[src/rtl/pe_pkg.sv]
package pe_pkg;

   typedef enum logic [3:0] {
      OP_NOP   = 4'd0,
      OP_LDA   = 4'd1,
      OP_STA   = 4'd2,
      OP_ADD   = 4'd3,
      OP_SUB   = 4'd4,
      OP_AND   = 4'd5,
      OP_OR    = 4'd6,
      OP_XOR   = 4'd7,
      OP_LDX   = 4'd8,
      OP_CEQ   = 4'd9,
      OP_CLT   = 4'd10,
      OP_SETEN = 4'd11
   } pe_op_e;

   typedef enum logic [1:0] {
      PM_W64 = 2'd0,
      PM_W32 = 2'd1,
      PM_W8  = 2'd2
   } pe_mode_e;

   // slice k opens a lane under the given partition
   function automatic logic lane_start(input logic [1:0] mode, input int k, input int hb);
      case (mode)
         PM_W8:   return 1'b1;
         PM_W32:  return (k % hb) == 0;
         default: return k == 0;
      endcase
   endfunction

   // slice k closes a lane under the given partition
   function automatic logic lane_top(input logic [1:0] mode, input int k, input int hb, input int nb);
      case (mode)
         PM_W8:   return 1'b1;
         PM_W32:  return (k % hb) == (hb - 1);
         default: return k == (nb - 1);
      endcase
   endfunction

endpackage

[src/rtl/pe_split_adder.sv]
module pe_split_adder
   import pe_pkg::*;
#(
   parameter int SLICE_W = 8,
   parameter int NSLICE  = 8
) (
   input  logic [1:0]                mode,
   input  logic                      sub,
   input  logic [SLICE_W*NSLICE-1:0] a,
   input  logic [SLICE_W*NSLICE-1:0] b,
   output logic [SLICE_W*NSLICE-1:0] sum,
   output logic [NSLICE-1:0]         slice_cout
);
   localparam int HB = NSLICE / 2;

   logic [SLICE_W*NSLICE-1:0] b_eff;
   logic [NSLICE-1:0]         cin;

   assign b_eff = sub ? ~b : b;

   for (genvar k = 0; k < NSLICE; k++) begin : g_slice
      if (k == 0) begin : g_first
         assign cin[k] = sub;
      end else begin : g_chain
         // a lane start takes the fresh carry-in, otherwise the ripple
         assign cin[k] = lane_start(mode, k, HB) ? sub : slice_cout[k-1];
      end
      assign {slice_cout[k], sum[k*SLICE_W +: SLICE_W]} =
         {1'b0, a[k*SLICE_W +: SLICE_W]} + {1'b0, b_eff[k*SLICE_W +: SLICE_W]}
         + {{SLICE_W{1'b0}}, cin[k]};
   end

endmodule

[src/rtl/pe_lane_flags.sv]
module pe_lane_flags
   import pe_pkg::*;
#(
   parameter int SLICE_W = 8,
   parameter int NSLICE  = 8
) (
   input  logic [1:0]                mode,
   input  logic [SLICE_W*NSLICE-1:0] sum,
   input  logic [NSLICE-1:0]         slice_cout,
   output logic [NSLICE-1:0]         top_carry,
   output logic [NSLICE-1:0]         top_zero,
   output logic [1:0]                cmp_eq,
   output logic [1:0]                cmp_lt
);
   localparam int HB = NSLICE / 2;

   logic [NSLICE-1:0] slice_zero;
   logic [NSLICE-1:0] zrun;
   logic [NSLICE-1:0] top_mask;
   logic              eq_all;
   logic              lt_all;

   for (genvar k = 0; k < NSLICE; k++) begin : g_zero
      assign slice_zero[k] = (sum[k*SLICE_W +: SLICE_W] == '0);
      assign top_mask[k]   = lane_top(mode, k, HB, NSLICE);
      if (k == 0) begin : g_first
         assign zrun[k] = slice_zero[k];
      end else begin : g_run
         assign zrun[k] = slice_zero[k] & (lane_start(mode, k, HB) | zrun[k-1]);
      end
   end

   assign top_carry = slice_cout & top_mask;
   assign top_zero  = zrun & top_mask;

   // every lane equal / every lane borrowed
   assign eq_all = &(zrun | ~top_mask);
   assign lt_all = &(~slice_cout | ~top_mask);

   for (genvar h = 0; h < 2; h++) begin : g_half
      assign cmp_eq[h] = (mode == PM_W32) ? zrun[(h+1)*HB-1]        : eq_all;
      assign cmp_lt[h] = (mode == PM_W32) ? ~slice_cout[(h+1)*HB-1] : lt_all;
   end

endmodule

[src/rtl/pe_addr_gen.sv]
module pe_addr_gen #(
   parameter int ADDR_W = 11
) (
   input  logic [ADDR_W-1:0] base_addr,
   input  logic [ADDR_W-1:0] cidx_val,
   input  logic [ADDR_W-1:0] lidx_val,
   output logic [ADDR_W-1:0] eff_addr
);
   // the sum is truncated to ADDR_W bits, which gives the wrap
   assign eff_addr = base_addr + cidx_val + lidx_val;

endmodule

[src/rtl/pe_enable_ctl.sv]
module pe_enable_ctl
   import pe_pkg::*;
(
   input  logic       clk,
   input  logic       rst_n,
   input  logic [3:0] op_code,
   input  logic [1:0] mode,
   input  logic [1:0] cmp_eq,
   input  logic [1:0] cmp_lt,
   output logic [1:0] en_q,
   output logic [1:0] half_act
);
   logic [1:0] cmp_res;

   assign half_act[0] = en_q[0];
   assign half_act[1] = (mode == PM_W32) ? en_q[1] : en_q[0];
   assign cmp_res     = (op_code == OP_CLT) ? cmp_lt : cmp_eq;

   always_ff @(posedge clk or negedge rst_n) begin
      if (!rst_n) begin
         en_q <= 2'b11;
      end else if (op_code == OP_SETEN) begin
         en_q <= 2'b11;
      end else if (op_code == OP_CEQ || op_code == OP_CLT) begin
         for (int h = 0; h < 2; h++) begin
            if (half_act[h]) en_q[h] <= cmp_res[h];
         end
      end
   end

endmodule

[src/rtl/pe_array_elem.sv]
module pe_array_elem
   import pe_pkg::*;
#(
   parameter int WORD_W  = 64,
   parameter int SLICE_W = 8,
   parameter int ADDR_W  = 11
) (
   input  logic                      clk,
   input  logic                      rst_n,
   input  logic [3:0]                op_code,
   input  logic [1:0]                prec_mode,
   input  logic [ADDR_W-1:0]         base_addr,
   input  logic [ADDR_W-1:0]         cidx_val,
   input  logic [WORD_W-1:0]         bcast_data,
   input  logic [WORD_W-1:0]         mem_rdata,
   output logic [ADDR_W-1:0]         mem_addr,
   output logic [WORD_W-1:0]         mem_wdata,
   output logic [WORD_W/SLICE_W-1:0] mem_be,
   output logic [1:0]                enable,
   output logic [WORD_W/SLICE_W-1:0] lane_carry,
   output logic [WORD_W/SLICE_W-1:0] lane_zero
);
   localparam int NBYTE = WORD_W / SLICE_W;
   localparam int HB    = NBYTE / 2;

   if (WORD_W % SLICE_W != 0) begin : g_bad_slice
      $error("WORD_W must be a multiple of SLICE_W");
   end
   if (NBYTE < 2 || NBYTE % 2 != 0) begin : g_bad_count
      $error("slice count must be even and at least 2");
   end
   if (ADDR_W < 1 || ADDR_W > WORD_W) begin : g_bad_addr
      $error("ADDR_W out of range");
   end

   logic [WORD_W-1:0] acc_q;
   logic [ADDR_W-1:0] lidx_q;
   logic [NBYTE-1:0]  carry_q;
   logic [NBYTE-1:0]  zero_q;

   logic              is_sub;
   logic [WORD_W-1:0] sum;
   logic [NBYTE-1:0]  slice_cout;
   logic [NBYTE-1:0]  top_carry;
   logic [NBYTE-1:0]  top_zero;
   logic [1:0]        cmp_eq;
   logic [1:0]        cmp_lt;
   logic [1:0]        half_act;
   logic [NBYTE-1:0]  byte_act;
   logic [WORD_W-1:0] alu_res;
   logic              writes_acc;
   logic              writes_flags;

   assign is_sub = (op_code == OP_SUB) || (op_code == OP_CEQ) || (op_code == OP_CLT);

   pe_split_adder #(.SLICE_W(SLICE_W), .NSLICE(NBYTE)) u_add (
      .mode       (prec_mode),
      .sub        (is_sub),
      .a          (acc_q),
      .b          (bcast_data),
      .sum        (sum),
      .slice_cout (slice_cout)
   );

   pe_lane_flags #(.SLICE_W(SLICE_W), .NSLICE(NBYTE)) u_flg (
      .mode       (prec_mode),
      .sum        (sum),
      .slice_cout (slice_cout),
      .top_carry  (top_carry),
      .top_zero   (top_zero),
      .cmp_eq     (cmp_eq),
      .cmp_lt     (cmp_lt)
   );

   pe_enable_ctl u_en (
      .clk      (clk),
      .rst_n    (rst_n),
      .op_code  (op_code),
      .mode     (prec_mode),
      .cmp_eq   (cmp_eq),
      .cmp_lt   (cmp_lt),
      .en_q     (enable),
      .half_act (half_act)
   );

   pe_addr_gen #(.ADDR_W(ADDR_W)) u_ag (
      .base_addr (base_addr),
      .cidx_val  (cidx_val),
      .lidx_val  (lidx_q),
      .eff_addr  (mem_addr)
   );

   for (genvar k = 0; k < NBYTE; k++) begin : g_byte_act
      assign byte_act[k] = half_act[k / HB];
   end

   always_comb begin
      case (op_code)
         OP_LDA:  alu_res = mem_rdata;
         OP_ADD:  alu_res = sum;
         OP_SUB:  alu_res = sum;
         OP_AND:  alu_res = acc_q & bcast_data;
         OP_OR:   alu_res = acc_q | bcast_data;
         OP_XOR:  alu_res = acc_q ^ bcast_data;
         default: alu_res = acc_q;
      endcase
   end

   assign writes_acc   = (op_code == OP_LDA) || (op_code == OP_ADD) || (op_code == OP_SUB)
                      || (op_code == OP_AND) || (op_code == OP_OR)  || (op_code == OP_XOR);
   assign writes_flags = (op_code == OP_ADD) || (op_code == OP_SUB);

   always_ff @(posedge clk or negedge rst_n) begin
      if (!rst_n) begin
         acc_q   <= '0;
         carry_q <= '0;
         zero_q  <= '0;
      end else begin
         for (int k = 0; k < NBYTE; k++) begin
            if (byte_act[k] && writes_acc) acc_q[k*SLICE_W +: SLICE_W] <= alu_res[k*SLICE_W +: SLICE_W];
            if (byte_act[k] && writes_flags) begin
               carry_q[k] <= top_carry[k];
               zero_q[k]  <= top_zero[k];
            end
         end
      end
   end

   always_ff @(posedge clk or negedge rst_n) begin
      if (!rst_n) begin
         lidx_q <= '0;
      end else if (op_code == OP_LDX && (|half_act)) begin
         lidx_q <= bcast_data[ADDR_W-1:0];
      end
   end

   assign mem_wdata  = acc_q;
   assign mem_be     = (op_code == OP_STA) ? byte_act : '0;
   assign lane_carry = carry_q;
   assign lane_zero  = zero_q;

endmodule

[config.mk]
export PLATFORM = sky130hd
export DESIGN_NAME = pe_array_elem
export DESIGN_NICKNAME = d
export VERILOG_FILES = /design/src/rtl/pe_pkg.sv /design/src/rtl/pe_split_adder.sv /design/src/rtl/pe_lane_flags.sv /design/src/rtl/pe_addr_gen.sv /design/src/rtl/pe_enable_ctl.sv /design/src/rtl/pe_array_elem.sv
export SDC_FILE = /design/constraint.sdc
export NUM_CORES = 1
export LEC_CHECK = 0
export BUFFER_PORTS_ARGS = -buffer_cell sky130_fd_sc_hd__buf_2
export CAP_MARGIN = 20
export CORE_ASPECT_RATIO = 0.8
export CORE_MARGIN = 2
export CORE_UTILIZATION = 45
export CTS_CLUSTER_DIAMETER = 200
export DETAILED_ROUTE_END_ITERATION = 8
export PLACE_DENSITY = 0.68
export SLEW_MARGIN = 10
export SYNTH_ARGS = -nofsm -noshare
export SYNTH_HDL_FRONTEND = slang
export SYNTH_SLANG_ARGS = --single-unit
[constraint.sdc]
create_clock -name clk -period 19.05 [get_ports clk]
set_input_delay 0.9525 -clock clk [delete_from_list [all_inputs] [get_ports clk]]
set_output_delay 0.9525 -clock clk [all_outputs]
set_load 0.05 [all_outputs]
## Word level (Yosys, flattened, before mapping)

Cells that the tools add are included.

- Register bits after elaboration: 93
- Input port bits: 158
- Output and inout port bits: 101
- Logic and storage cells: 121

- Add/sub/neg operators: 18
- Eq/ne operators: 13
- Muxes and demuxes: 22
- Bitwise logic cells: 26
- Reduce and logical (&&, ||, !) cells: 33

Operator list:

| operator | count |
|---|---|
| 64-bit one-hot mux with 5 select lines | 1 |
| 8-bit by 8-bit adder with 9-bit output | 8 |
| 9-bit by 1-bit adder with 9-bit output | 8 |
| 64-bit AND | 1 |
| 8-bit logical NOT | 8 |
| 64-bit 2-to-1 mux | 1 |
| 64-bit NOT | 1 |
| 64-bit bitwise OR | 1 |
| 64-bit XOR | 1 |
| 11-bit adder | 2 |
| 8-bit AND | 2 |
| 4-bit by 3-bit equality test with 1-bit output (second input constant) | 4 |
| 4-bit equality test (second input constant) | 4 |
| 1-bit 2-to-1 mux | 16 |
| 8-bit NOT | 2 |
| 8-bit bitwise OR | 2 |
| 8-bit AND reduction | 2 |
| 1-bit logical OR | 9 |
| 4-bit by 2-bit equality test with 1-bit output (second input constant) | 2 |
| 8-bit 2-to-1 mux | 1 |
| 1-bit AND | 7 |
| 1-bit bitwise OR | 7 |
| 2-bit 2-to-1 mux | 3 |
| 2-bit AND reduction | 3 |
| 8 further kinds | 16 |

## Longest topological paths before layout

Gate-level depths: netlist (run 1).

- Depth after elaboration: 29
- Gate-level depth with buffers: 66
- Gate-level depth less buffers: 64

## Modules after synthesis

A second synthesis (run 1) with hierarchy kept.

- Cell total of the unflattened synthesis: 1532
- Area total of the unflattened synthesis: 13286.5 µm²

Modules (own cells, without submodules):

| module | instances | cells each | area each (µm²) | sequential area each (µm²) |
|---|---|---|---|---|
| pe_array_elem | 1 | 940 | 8698.3 | 2277.2 |
| pe_split_adder | 1 | 435 | 3365.7 | 0.0 |
| pe_addr_gen | 1 | 68 | 621.8 | 0.0 |
| pe_lane_flags | 1 | 71 | 424.2 | 0.0 |
| pe_enable_ctl | 1 | 18 | 176.4 | 52.6 |

## Worst setup path before layout (run 1)

Ideal clock, no wire load.

- Path kind: input to register
- Start: input port op_code[2]
- End: register u_en.en_q[0]
- Arrival time: 14738 ps
- Required time: 18977 ps
- Path slack: 4239 ps
- Stages on the path: 65
- Cells stage by stage: and4bb_2 -> nor3_1 -> clkbuf_1 -> clkbuf_1 -> xnor2_1 -> fa_1 -> a21o_1 -> a22oi_1 -> a21oi_1 -> o21ai_0 -> fa_1 -> inv_1 -> fa_1 -> a21o_1 -> a22oi_1 -> a21oi_1 -> o21ai_0 -> fa_1 -> [29 not listed] -> fa_1 -> inv_1 -> fa_1 -> a21o_1 -> o2111ai_1 -> a21oi_1 -> o31ai_1 -> fa_1 -> inv_1 -> fa_1 -> xor2_1 -> or3b_2 -> nor4b_1 -> nor4bb_1 -> nand2_1 -> o311ai_1 -> nand2_1 -> a21oi_1

- Longest elaborated chain between the ends: 29

RTL lines:

| item | RTL line | RTL |
|---|---|---|
| start: declaration | pe_array_elem.sv:10 | `input logic [3:0] op_code,` |
| 4-bit by 3-bit equality test with 1-bit output / 4-bit equality test (equally long branches) | pe_array_elem.sv:54, pe_enable_ctl.sv:24 |  |
| 1-bit logical OR (2 in a row) | pe_array_elem.sv:54 | `assign is_sub = (op_code == OP_SUB) \|\| (op_code == OP_CEQ) \|\| (op_code == OP_CLT);` |
| 64-bit 2-to-1 mux | pe_split_adder.sv:19 | `assign b_eff = sub ? ~b : b;` |
| 8-bit by 8-bit adder with 9-bit output | pe_split_adder.sv:29 | `{1'b0, a[k*SLICE_W +: SLICE_W]} + {1'b0, b_eff[k*SLICE_W +: SLICE_W]}` |
| 9-bit by 1-bit adder with 9-bit output | pe_split_adder.sv:30 | `+ {{SLICE_W{1'b0}}, cin[k]};` |
| 1-bit 2-to-1 mux | pe_split_adder.sv:26 | `assign cin[k] = lane_start(mode, k, HB) ? sub : slice_cout[k-1];` |
| 9-bit by 1-bit adder with 9-bit output | pe_split_adder.sv:30 |  |
| 1-bit 2-to-1 mux / 8-bit logical NOT (equally long branches) | pe_split_adder.sv:26, pe_lane_flags.sv:24 |  |
| [12 not listed] | n/a |  |
| 1-bit AND | pe_lane_flags.sv:29 | `assign zrun[k] = slice_zero[k] & (lane_start(mode, k, HB) \| zrun[k-1]);` |
| 8-bit bitwise OR | pe_lane_flags.sv:37 | `assign eq_all = &(zrun \| ~top_mask);` |
| 8-bit AND reduction | pe_lane_flags.sv:37 |  |
| 1-bit 2-to-1 mux | pe_lane_flags.sv:41 | `assign cmp_eq[h] = (mode == PM_W32) ? zrun[(h+1)*HB-1] : eq_all;` |
| 2-bit 2-to-1 mux | pe_enable_ctl.sv:17 | `assign cmp_res = (op_code == OP_CLT) ? cmp_lt : cmp_eq;` |
| 1-bit 2-to-1 mux | pe_enable_ctl.sv:26 | `if (half_act[h]) en_q[h] <= cmp_res[h];` |
| 2-bit 2-to-1 mux | pe_enable_ctl.sv:24 | `end else if (op_code == OP_CEQ \|\| op_code == OP_CLT) begin` |
| 2-bit 2-to-1 mux | pe_enable_ctl.sv:22 | `end else if (op_code == OP_SETEN) begin` |
| end signal: indexed assignment | pe_enable_ctl.sv:26 |  |
| end: declaration | pe_enable_ctl.sv:10 | `output logic [1:0] en_q,` |

Parallel ways exist; a longest one is shown, timed or not. The select of a mux whose other input is x is not followed.
A chain may end at the register's enable or synchronous reset.

## Final worst setup path (run 1)

- Start: input port op_code[1]
- End: register u_en.en_q[0]

Same word-level chain as after synthesis.

==> reports/results.tsv, run 1 <==
stage	metric	value	unit
routing	router iterations before antenna repair	5	
clock_tree	TritonCTS clock tree	yes	
clock_tree	source-to-sink clock delay at the later pin of the worst-skew pair	0.36	ns
routing	final routed DRC violation total	0	
sta	period utilisation layout	0.8866	
finish	Nets	1965	
sta	total setup violations reported at the end of the flow	0	
die	core region area	25240	µm²
sta	minimum clock period after layout	16.89	ns
critical_path	capture instance of the worst register-to-register path	u_en.en_q[0]	
yosys	fraction of post-synthesis cell area in the top cell type by area	0.2115	
clock_tree	H-Tree Level Count	3	
yosys	Top FF cell, synth	sky130_fd_sc_hd__dfrtp_1	
pwr	worst supply voltage drop on vdd	0.00004891	V
routing	number of violations reported at the end of detailed-routing iteration 0	773	
routing	Vias per Instance	5.773	
critical_path	biggest fanout along the worst timing path	34	
critical_path	CP arrival	17.18	ns
job	count of maximum capacitance violations	0	
finish	area added between synthesis and finish	16.05	%
yosys	Cell variety after synth	75	
clock_tree	clock sink total	93	
critical_path	startpoint class of the critical path	input pin	
critical_path	cell class contributing the biggest share of worst-path delay	compound AO/OA/AOI/OAI gates	
status	run status	finished, final reports clean	
critical_path	Worst setup startpoint	op_code[1]	
clock_tree	post_cts resized	0	
finish	fraction of final layout cells with drive strength greater than 1	0.2030	
pwr	sum of internal, switching and leakage power	1296	µW
yosys	sequential fraction of the synthesis area	0.2020	
critical_path	Worst path max stage delay	0.67	ns
pwr	cell area power density	96.77	nW/µm²
critical_path	reg-to-reg slack, setup	3.61	ns
yosys	summed instance area of the synthesized netlist	11540	µm²
clock_tree	clock transition time at the flip-flop clock pins of the worst setup and hold paths	0.07	ns
grt	number of global-route vias before repair	10820	
critical_path	Crit path buffers/inverters	9	
critical_path	launch instance of the worst register-to-register path	mem_wdata[0]	
min_path	startpoint of the worst hold path	lane_zero[3]	
critical_path	number of cells on the critical path	64	
critical_path	required time worst endpoint	19.34	ns
grt	Total GRT Usage	0.2569	
sta	setup repair after global routing missed its margin	false	
clock_tree	# Post-CTS Setup Buffers	0	
yosys	Area contributors post-synth	sky130_fd_sc_hd__ha_1, sky130_fd_sc_hd__dfrtp_1, sky130_fd_sc_hd__xnor2_1	
sta	setup skew after layout	0.01425	ns
yosys	top post-synthesis cells by count	sky130_fd_sc_hd__ha_1, sky130_fd_sc_hd__inv_1, sky130_fd_sc_hd__o21ai_0	
die	overall die height	147.2	µm
routing	post-DR wirelength/cell	18.19	µm
sta	Total Negative Setup Slacks	0	ns
placement	dpl hpwl	26.68	mm
clock_tree	Longest Clk Path Bufs	2	
sta	final-report hold violation count	0	
routing	number of nets with antenna violations after detailed routing	0	
grt	largest net degree at the start of global routing	65	
placement	setup slack after placement	1.819	ns
finish	Layout Cells excl Fill	1918	
pwr	part of the total power dissipated in the clock network	0.151	
yosys	most common cell in the synthesized netlist	sky130_fd_sc_hd__ha_1	
clock_tree	CTS buffer count	9	
critical_path	end of the critical path	u_en.en_q[0]	
die	row count	52	
sta	final slew viol count	0	
pwr	power dissipated by switching net loads	674.1	µW
grt	number of antenna violations at the first check in global routing	4	
min_path	Hold Path Class	reg -> reg	
pwr	relative contribution of combinational cells to total power	0.627	
routing	detailed-route wire length	34.89	mm
critical_path	worst-case reg-to-reg path depth	62	
yosys	count of synthesis-stage warnings from yosys	0	
yosys	#FFs+latches synth	93	
routing	met3 WL	2.314	mm
pwr	net switching share of the total power	0.5203	
sta	timing-limited maximum frequency	0.05921	GHz
critical_path	slowest stage cell, crit path	sky130_fd_sc_hd__nor3_2	
routing	WL met1	16.36	mm
yosys	most area-hungry cell type in the Yosys netlist	sky130_fd_sc_hd__ha_1	
die	die boundary width	183.0	µm
yosys	post-synthesis async set-or-reset flop share	1.000	
grt	grt total ovfl	0	
die	number of top-level design ports	259	
yosys	number of enable-type register cells in the synthesized netlist	0	
critical_path	critical path capture point type	register	
die	effective utilization at floorplan	0.4570	
sta	transition at the pin with the smallest max-transition slack	0.8315	ns
grt	first-pass GRT wire length	55.98	mm
yosys	number of nets in the synthesized netlist	1755	
critical_path	type of the worst setup path	in -> reg	
clock_tree	CTS root buffer	sky130_fd_sc_hd__clkbuf_16	
routing	uppermost layer routed	met5	
die	floorplan die area	26940	µm²
placement	number of buffers added on ports	258	
routing	detailed-route via count	11070	
yosys	Post-Synthesis Mean Instance Area	8.384	µm²
critical_path	cell seen most often among critical-path stages	sky130_fd_sc_hd__fa_1	
routing	met2 layer wire length in the routed design	15.76	mm
yosys	number of standard cells after synthesis	1376	
placement	post-placement cell count	1899	
sta	max_slew headroom	0.4386	
clock_tree	cts-stage hold buffer count	0	
pwr	total leakage power	0.006581	µW
placement	final weighted congestion of routability-driven global placement	0.9277	
sta	Setup WS post-layout	2.161	ns
pwr	internal power	621.5	µW
pwr	relative contribution of sequential cells to total power	0.222	
-- flip-flops by register name (all words and copies together) (netlist names) --
name,cells
lidx_q,11
mem_wdata,64
lane_zero,8
lane_carry,8
u_en.en_q,2
-- worst register-to-register path: cells and delay by family (launching register included) --
family          cells  cell delay [ns]
compound gates     29             6.78
xor+xnor            1             0.17
fa+ha+maj          15             5.06
buf+inv             7             0.42
flops               1             0.41
mux                 1             0.30
simple gates        9             2.24
-- metrics by stage --
stage / hold slack [ns] / util / instance area, µm²
6_report: 0.4800 / 0.5303 / 13390
2_1_floorplan: 0.5008 / - / 11540
5_1_grt: 0.5079 / 0.5300 / 13380
3_5_place_dp: 0.4679 / 0.5181 / 13080
4_1_cts: 0.4853 / 0.5300 / 13380
3_3_place_gp: 0.4572 / 0.5181 / 13080
-- how the worst min path moves through the flow --
| stage | to | slack (ns) | depth (start not counted) |
|---|---|---|---|
| floorplan | lidx_q[10] | 0.50 | 1 |
| global placement | lane_zero[3] | 0.46 | 1 |
| detailed placement | lane_zero[3] | 0.47 | 1 |
| CTS | lane_zero[3] | 0.49 | 1 |
| global route | lane_zero[3] | 0.51 | 1 |
| finish | lane_zero[3] | 0.48 | 1 |
-- cell type report --
type | instances | area [µm²]
inverter | 164 | 615.6
antenna | 3 | 7.507
tap | 324 | 405.4
sequential | 93 | 2330
clock buffer | 10 | 239.0
timing repair buffer | 270 | 1384
multi-input combinational | 1048 | 8344
clock inverter | 6 | 62.56
fill | 2420 | 11860
-- cell usage in the layout, fill, tap and decap left out, drive strengths merged, types with 9 or more instances in the layout --
cell and n:
buf 270, ha 195, inv 164, o21ai 127, dfrtp 91, a21oi 90
xnor2 87, nor2 87, nand2 73, a22oi 55, a221oi 48, fa 26
xor2 24, nand2b 15, a21o 14, nor3 13, mux2 12, nor4 12
a211oi 11, o221ai 10, clkbuf 10, nor2b 9, o21bai 9, a221o 9
-- power by group through the flow --
stage | combinational, µW | sequential [µW] | clock, µW
6_report | 812 | 288 | 195
5_1_grt | 896 | 295 | 205
4_1_cts | 810 | 287 | 200
3_5_place_dp | 805 | 291 | 0
3_3_place_gp | 787 | 289 | 0
2_1_floorplan | 500 | 392 | 0
-- routing by layer --
layer / up-vias / global-route usage
met5: - / 0
met1: 5341 / 0.3623
met4: 2 / 0.05160
met2: 367 / 0.4123
met3: 29 / 0.04760
li1: 5333 / -
-- cell families after synthesis --
logic type,share of synthesized area
compound gates,0.2499
simple gates,0.1145
buf+inv,0.07842
fa+ha+maj,0.2566
xor+xnor,0.08427
flops,0.2020
mux,0.01432
No activity file was read; power rests on OpenSTA's default activity.
==> run 2, diff against run 1 <==
BUFFER_PORTS_ARGS = -buffer_cell sky130_fd_sc_hd__clkbuf_2   (was -buffer_cell sky130_fd_sc_hd__buf_2)
==> run 2 against run 1 <==
Effect of this change:
- core utilization about the same
- cell count down 0.10%
- design area about the same
- clock-buffer cell count up 4
- clock skew down 0.0024 ns
- highest routed layer unchanged
==> reports/results.tsv, run 2 (synthesis results as in run 1) <==
stage	metric	value	unit
die	die boundary width	183.0	µm
status	run status	finished, final reports clean	
pwr	relative contribution of combinational cells to total power	0.626	
critical_path	required time worst endpoint	19.33	ns
critical_path	launch instance of the worst register-to-register path	mem_wdata[0]	
finish	area added between synthesis and finish	15.99	%
pwr	power dissipated by switching net loads	674.3	µW
clock_tree	post_cts resized	0	
sta	setup skew after layout	0.01180	ns
grt	Total GRT Usage	0.2610	
critical_path	cell seen most often among critical-path stages	sky130_fd_sc_hd__fa_1	
sta	timing-limited maximum frequency	0.05861	GHz
finish	leading cell type in the layout, fill and taps excluded	sky130_fd_sc_hd__clkbuf_2	
placement	dpl hpwl	26.53	mm
critical_path	Worst path max stage delay	0.65	ns
sta	period utilisation layout	0.8957	
min_path	Hold Path Class	reg -> reg	
routing	met2 layer wire length in the routed design	15.42	mm
pwr	total leakage power	0.006600	µW
min_path	startpoint of the worst hold path	lane_zero[3]	
clock_tree	TritonCTS clock tree	yes	
die	overall die height	147.2	µm
finish	area used by sequential logic in the layout	2330	µm²
pwr	internal power	624.4	µW
die	floorplan die area	26940	µm²
die	core region area	25240	µm²
critical_path	critical path capture point type	register	
placement	final weighted congestion of routability-driven global placement	0.8975	
routing	post-DR wirelength/cell	18.36	µm
critical_path	type of the worst setup path	in -> reg	
finish	number of flip-flops under the largest register name	64	
finish	most frequent cells in the layout	sky130_fd_sc_hd__clkbuf_2, sky130_fd_sc_hd__ha_1, sky130_fd_sc_hd__inv_1, sky130_fd_sc_hd__o21ai_0, sky130_fd_sc_hd__dfrtp_1	
die	number of top-level design ports	259	
critical_path	worst-case reg-to-reg path depth	62	
pwr	worst supply voltage drop on vdd	0.00005622	V
critical_path	capture instance of the worst register-to-register path	u_en.en_q[0]	
grt	grt total ovfl	0	
sta	max_slew headroom	0.4054	
pwr	relative contribution of sequential cells to total power	0.223	
clock_tree	Longest Clk Path Bufs	2	
routing	number of violations reported at the end of detailed-routing iteration 0	782	
routing	final routed DRC violation total	0	
pwr	part of the total power dissipated in the clock network	0.151	
finish	fraction of final layout cells with drive strength greater than 1	0.2011	
clock_tree	CTS root buffer	sky130_fd_sc_hd__clkbuf_16	
routing	detailed-route via count	11070	
clock_tree	CTS buffer count	9	
min_path	cell depth of the worst min-delay path	1	
critical_path	biggest fanout along the worst timing path	34	
routing	detailed-route wire length	35.18	mm
finish	footprint of the multi-input gates	8344	µm²
routing	met3 WL	2.449	mm
critical_path	slowest stage cell, crit path	sky130_fd_sc_hd__nor3_2	
critical_path	CP arrival	17.35	ns
clock_tree	H-Tree Level Count	3	
clock_tree	source-to-sink clock delay at the later pin of the worst-skew pair	0.36	ns
finish	final core utilization	0.5300	
routing	uppermost layer routed	met5	
placement	number of buffers added on ports	258	
grt	largest net degree at the start of global routing	65	
clock_tree	cts-stage hold buffer count	0	
sta	transition at the pin with the smallest max-transition slack	0.8898	ns
sta	final-report hold violation count	0	
clock_tree	clock sink total	93	
routing	Vias per Instance	5.777	
sta	total setup violations reported at the end of the flow	0	
pwr	net switching share of the total power	0.5192	
routing	number of nets with antenna violations after detailed routing	0	
min_path	destination of the worst hold path	lane_zero[3]	
routing	router iterations before antenna repair	5	
die	effective utilization at floorplan	0.4570	
sta	Total Negative Setup Slacks	0	ns
sta	minimum clock period after layout	17.06	ns
pwr	cell area power density	97.06	nW/µm²
grt	number of antenna violations at the first check in global routing	3	
finish	Nets	1965	
finish	Layout fillers	2423	
sta	setup repair after global routing missed its margin	false	
die	row count	52	
grt	first-pass GRT wire length	56.49	mm
critical_path	reg-to-reg slack, setup	3.43	ns
clock_tree	# Post-CTS Setup Buffers	0	
job	count of maximum capacitance violations	0	
clock_tree	clock transition time at the flip-flop clock pins of the worst setup and hold paths	0.07	ns
critical_path	startpoint class of the critical path	input pin	
grt	number of global-route vias before repair	10770	
sta	final slew viol count	0	
routing	WL met1	16.59	mm
run 2: cell count changes in the layout (fill, tap and decap cells not counted), sizes merged:
| cell | before | now |
|---|---|---|
| clkinv | 2 | 1 |
| diode | 3 | 1 |
| clkbuf | 10 | 271 |
| clkinvlp | 3 | 0 |
| buf | 270 | 13 |
run 2: final cells by class:
type,instances,area share
Antenna cell,1,0.0001870
Inverter,164,0.04601
Sequential cell,93,0.1741
Multi-Input combinational cell,1048,0.6236
Timing Repair Buffer,270,0.1034
Tap cell,324,0.03030
Clock inverter,2,0.002618
Clock buffer,14,0.01973
run 2: routing by layer:
layer,up-vias,GRT usage
met4,2,0.06800
met1,5293,0.3694
met5,-,0
li1,5342,-
met2,395,0.4133
met3,36,0.04412
run 2: power groups by stage:
stage	Clock [µW]	Combinational [µW]	Sequential [µW]
floorplan	0	500	392
global placement	0	787	290
detailed placement	0	806	293
CTS	202	811	289
global route	207	896	297
finish	196	813	289
run 2: worst max-delay path, delay by kind of cell:
kind                     cells  cell delay (ns)
adder cells (fa/ha/maj)     15             5.01
AO/OA/AOI/OAI               27             6.27
AND/OR/NAND/NOR             10             3.16
buffers and inverters        9             1.29
XOR/XNOR                     2             0.30
multiplexers                 1             0.31
run 2: how the worst max path moves through the flow:
stage / from / endpoint / slack, ns
floorplan: op_code[2] / u_en.en_q[0] / 4.24
global placement: op_code[3] / u_en.en_q[0] / 2.20
detailed placement: op_code[3] / u_en.en_q[0] / 1.75
CTS: op_code[3] / u_en.en_q[0] / 2.03
global route: op_code[3] / u_en.en_q[0] / 0.48
finish: op_code[3] / u_en.en_q[0] / 1.99
run 2: metrics by stage:
step	area, µm²	hold WS [ns]	power [µW]	worst slack [ns]	std cells
5_1_grt	13380	0.5140	1400	0.4786	1915
3_3_place_gp	13080	0.4613	1077	2.203	1899
2_1_floorplan	11540	0.5008	891.4	4.239	1376
6_report	13380	0.4832	1299	1.988	1916
3_5_place_dp	13080	0.4716	1099	1.747	1899
4_1_cts	13380	0.4868	1302	2.031	1915
==> run 3, diff against run 2 <==
CELL_PAD_IN_SITES_DETAIL_PLACEMENT = 0   (was default)
CELL_PAD_IN_SITES_GLOBAL_PLACEMENT = 1   (was default)
CORE_UTILIZATION = 42   (was 45)
HOLD_SLACK_MARGIN = 0.12   (was default)
PLACE_DENSITY = default   (was 0.68)
PLACE_DENSITY_LB_ADDON = 0.1   (was default)
==> run 3 against run 2 <==
Effect of this change:
- register-to-register slack improved by 0.04 ns
- setup slack better by 0.18 ns
- combinational power about the same
==> reports/results.tsv, run 3 (synthesis results as in run 1) <==
stage	metric	value	unit
status	run status	finished, final reports clean	
sta	setup skew after layout	0.01053	ns
placement	number of buffers added on ports	258	
job	count of maximum capacitance violations	0	
clock_tree	H-Tree Level Count	3	
routing	final routed DRC violation total	0	
critical_path	cell seen most often among critical-path stages	sky130_fd_sc_hd__fa_1	
sta	minimum clock period after layout	16.88	ns
pwr	cell area power density	95.99	nW/µm²
finish	leading cell type in the layout, fill and taps excluded	sky130_fd_sc_hd__clkbuf_2	
critical_path	slowest stage cell, crit path	sky130_fd_sc_hd__nor3_2	
critical_path	required time worst endpoint	19.33	ns
placement	final weighted congestion of routability-driven global placement	0.8520	
grt	largest net degree at the start of global routing	70	
grt	number of global-route vias before repair	10200	
finish	most frequent cells in the layout	sky130_fd_sc_hd__clkbuf_2, sky130_fd_sc_hd__ha_1, sky130_fd_sc_hd__inv_1, sky130_fd_sc_hd__o21ai_0, sky130_fd_sc_hd__dfrtp_1	
die	row count	54	
die	overall die height	152.2	µm
die	number of top-level design ports	259	
routing	post-DR wirelength/cell	18.41	µm
clock_tree	post_cts resized	0	
routing	detailed-route via count	10780	
sta	setup repair after global routing missed its margin	false	
grt	first-pass GRT wire length	57.63	mm
clock_tree	source-to-sink clock delay at the later pin of the worst-skew pair	0.36	ns
min_path	startpoint of the worst hold path	lane_carry[7]	
sta	total setup violations reported at the end of the flow	0	
sta	final-report hold violation count	0	
die	core region area	27160	µm²
sta	transition at the pin with the smallest max-transition slack	0.9975	ns
grt	grt total ovfl	0	
die	die boundary width	189.3	µm
finish	Layout fillers	2728	
critical_path	critical path capture point type	register	
sta	Total Negative Setup Slacks	0	ns
sta	period utilisation layout	0.8861	
critical_path	launch instance of the worst register-to-register path	mem_wdata[0]	
routing	number of violations reported at the end of detailed-routing iteration 0	709	
finish	ant diodes	0	
routing	detailed-route wire length	35.98	mm
sta	timing-limited maximum frequency	0.05924	GHz
die	floorplan die area	28820	µm²
routing	router iterations before antenna repair	7	
critical_path	biggest fanout along the worst timing path	17	
finish	fraction of final layout cells with drive strength greater than 1	0.2011	
pwr	worst supply voltage drop on vdd	0.00006091	V
clock_tree	CTS root buffer	sky130_fd_sc_hd__clkbuf_16	
clock_tree	cts-stage hold buffer count	0	
clock_tree	# Post-CTS Setup Buffers	0	
routing	number of nets with antenna violations after detailed routing	0	
clock_tree	clock transition time at the flip-flop clock pins of the worst setup and hold paths	0.07	ns
clock_tree	clock sink total	93	
critical_path	CP arrival	17.16	ns
placement	dpl hpwl	27.25	mm
clock_tree	CTS buffer count	9	
clock_tree	Longest Clk Path Bufs	2	
grt	Total GRT Usage	0.2485	
clock_tree	TritonCTS clock tree	yes	
finish	Nets	1965	
critical_path	Worst setup startpoint	op_code[3]	
die	effective utilization at floorplan	0.4247	
pwr	total leakage power	0.006590	µW
grt	number of antenna violations at the first check in global routing	1	
routing	Vias per Instance	5.515	
critical_path	type of the worst setup path	in -> reg	
sta	max_slew headroom	0.3350	
critical_path	Worst path max stage delay	0.70	ns
critical_path	startpoint class of the critical path	input pin	
finish	area added between synthesis and finish	16.18	%
finish	number of flip-flops under the largest register name	64	
pwr	sum of internal, switching and leakage power	1287	µW
min_path	Hold Path Class	reg -> reg	
sta	final slew viol count	0	
==> run 3: cell type report <==
cell class,count,area (µm²),share of cell area
Clock buffer,14,264.0,0.01970
Clock inverter,2,10.01,0.0007468
Timing Repair Buffer,270,1384,0.1032
Tap cell,364,455.4,0.03398
Sequential cell,93,2330,0.1738
Inverter,164,615.6,0.04593
Multi-Input combinational cell,1048,8344,0.6226
==> run 3: critical path: cells and delay by family <==
family	cells	cell delay, ns
and+or+nand+nor	11	2.96
muxes	1	0.28
adders and majority gates	15	5.11
buffers and inverters	8	0.69
AOI/OAI and AO/OA	29	6.95
xor gates and xnor gates	1	0.22
==> run 3: power by group <==
part / switching (µW) / leakage (µW) / internal [µW]
clock network: 88.1 / 0.000137 / 96.0
logic: 534 / 0.00530 / 280
registers: 54.1 / 0.00116 / 235
==> run 3: per-layer routing <==
layer,part of all wire,global-route usage
met2,0.44,0.3815
met5,0.00050,0
met4,0.013,0.04577
met1,0.50,0.3733
met3,0.049,0.03386
==> run 3: worst paths after layout <==
check | depth (start not counted) | slack [ns] | end
setup / recovery | 65 | 2.17 | u_en.en_q[0]
hold / removal | 2 | 0.48 | lane_carry[7]
setup reg to reg | 63 | 3.47 | u_en.en_q[0]
hold reg to reg | 2 | 0.48 | lane_carry[7]
max in group asynchronous | 2 | 17.24 | mem_wdata[18]
min in group asynchronous | 1 | 0.49 | mem_wdata[56]
==> run 3: stage by stage <==
step | util | setup WS, ns | instances | instance area, µm² | hold slack, ns
finish | 0.4935 | 2.169 | 1955 | 13400 | 0.4845
global route | 0.4935 | 0.4587 | 1955 | 13400 | 0.5074
CTS | 0.4935 | 2.053 | 1955 | 13400 | 0.4894
detailed placement | 0.4834 | 1.707 | 1939 | 13130 | 0.4731
global placement | 0.4834 | 2.167 | 1939 | 13130 | 0.4645
floorplan | - | 4.239 | 1376 | 11540 | 0.5008
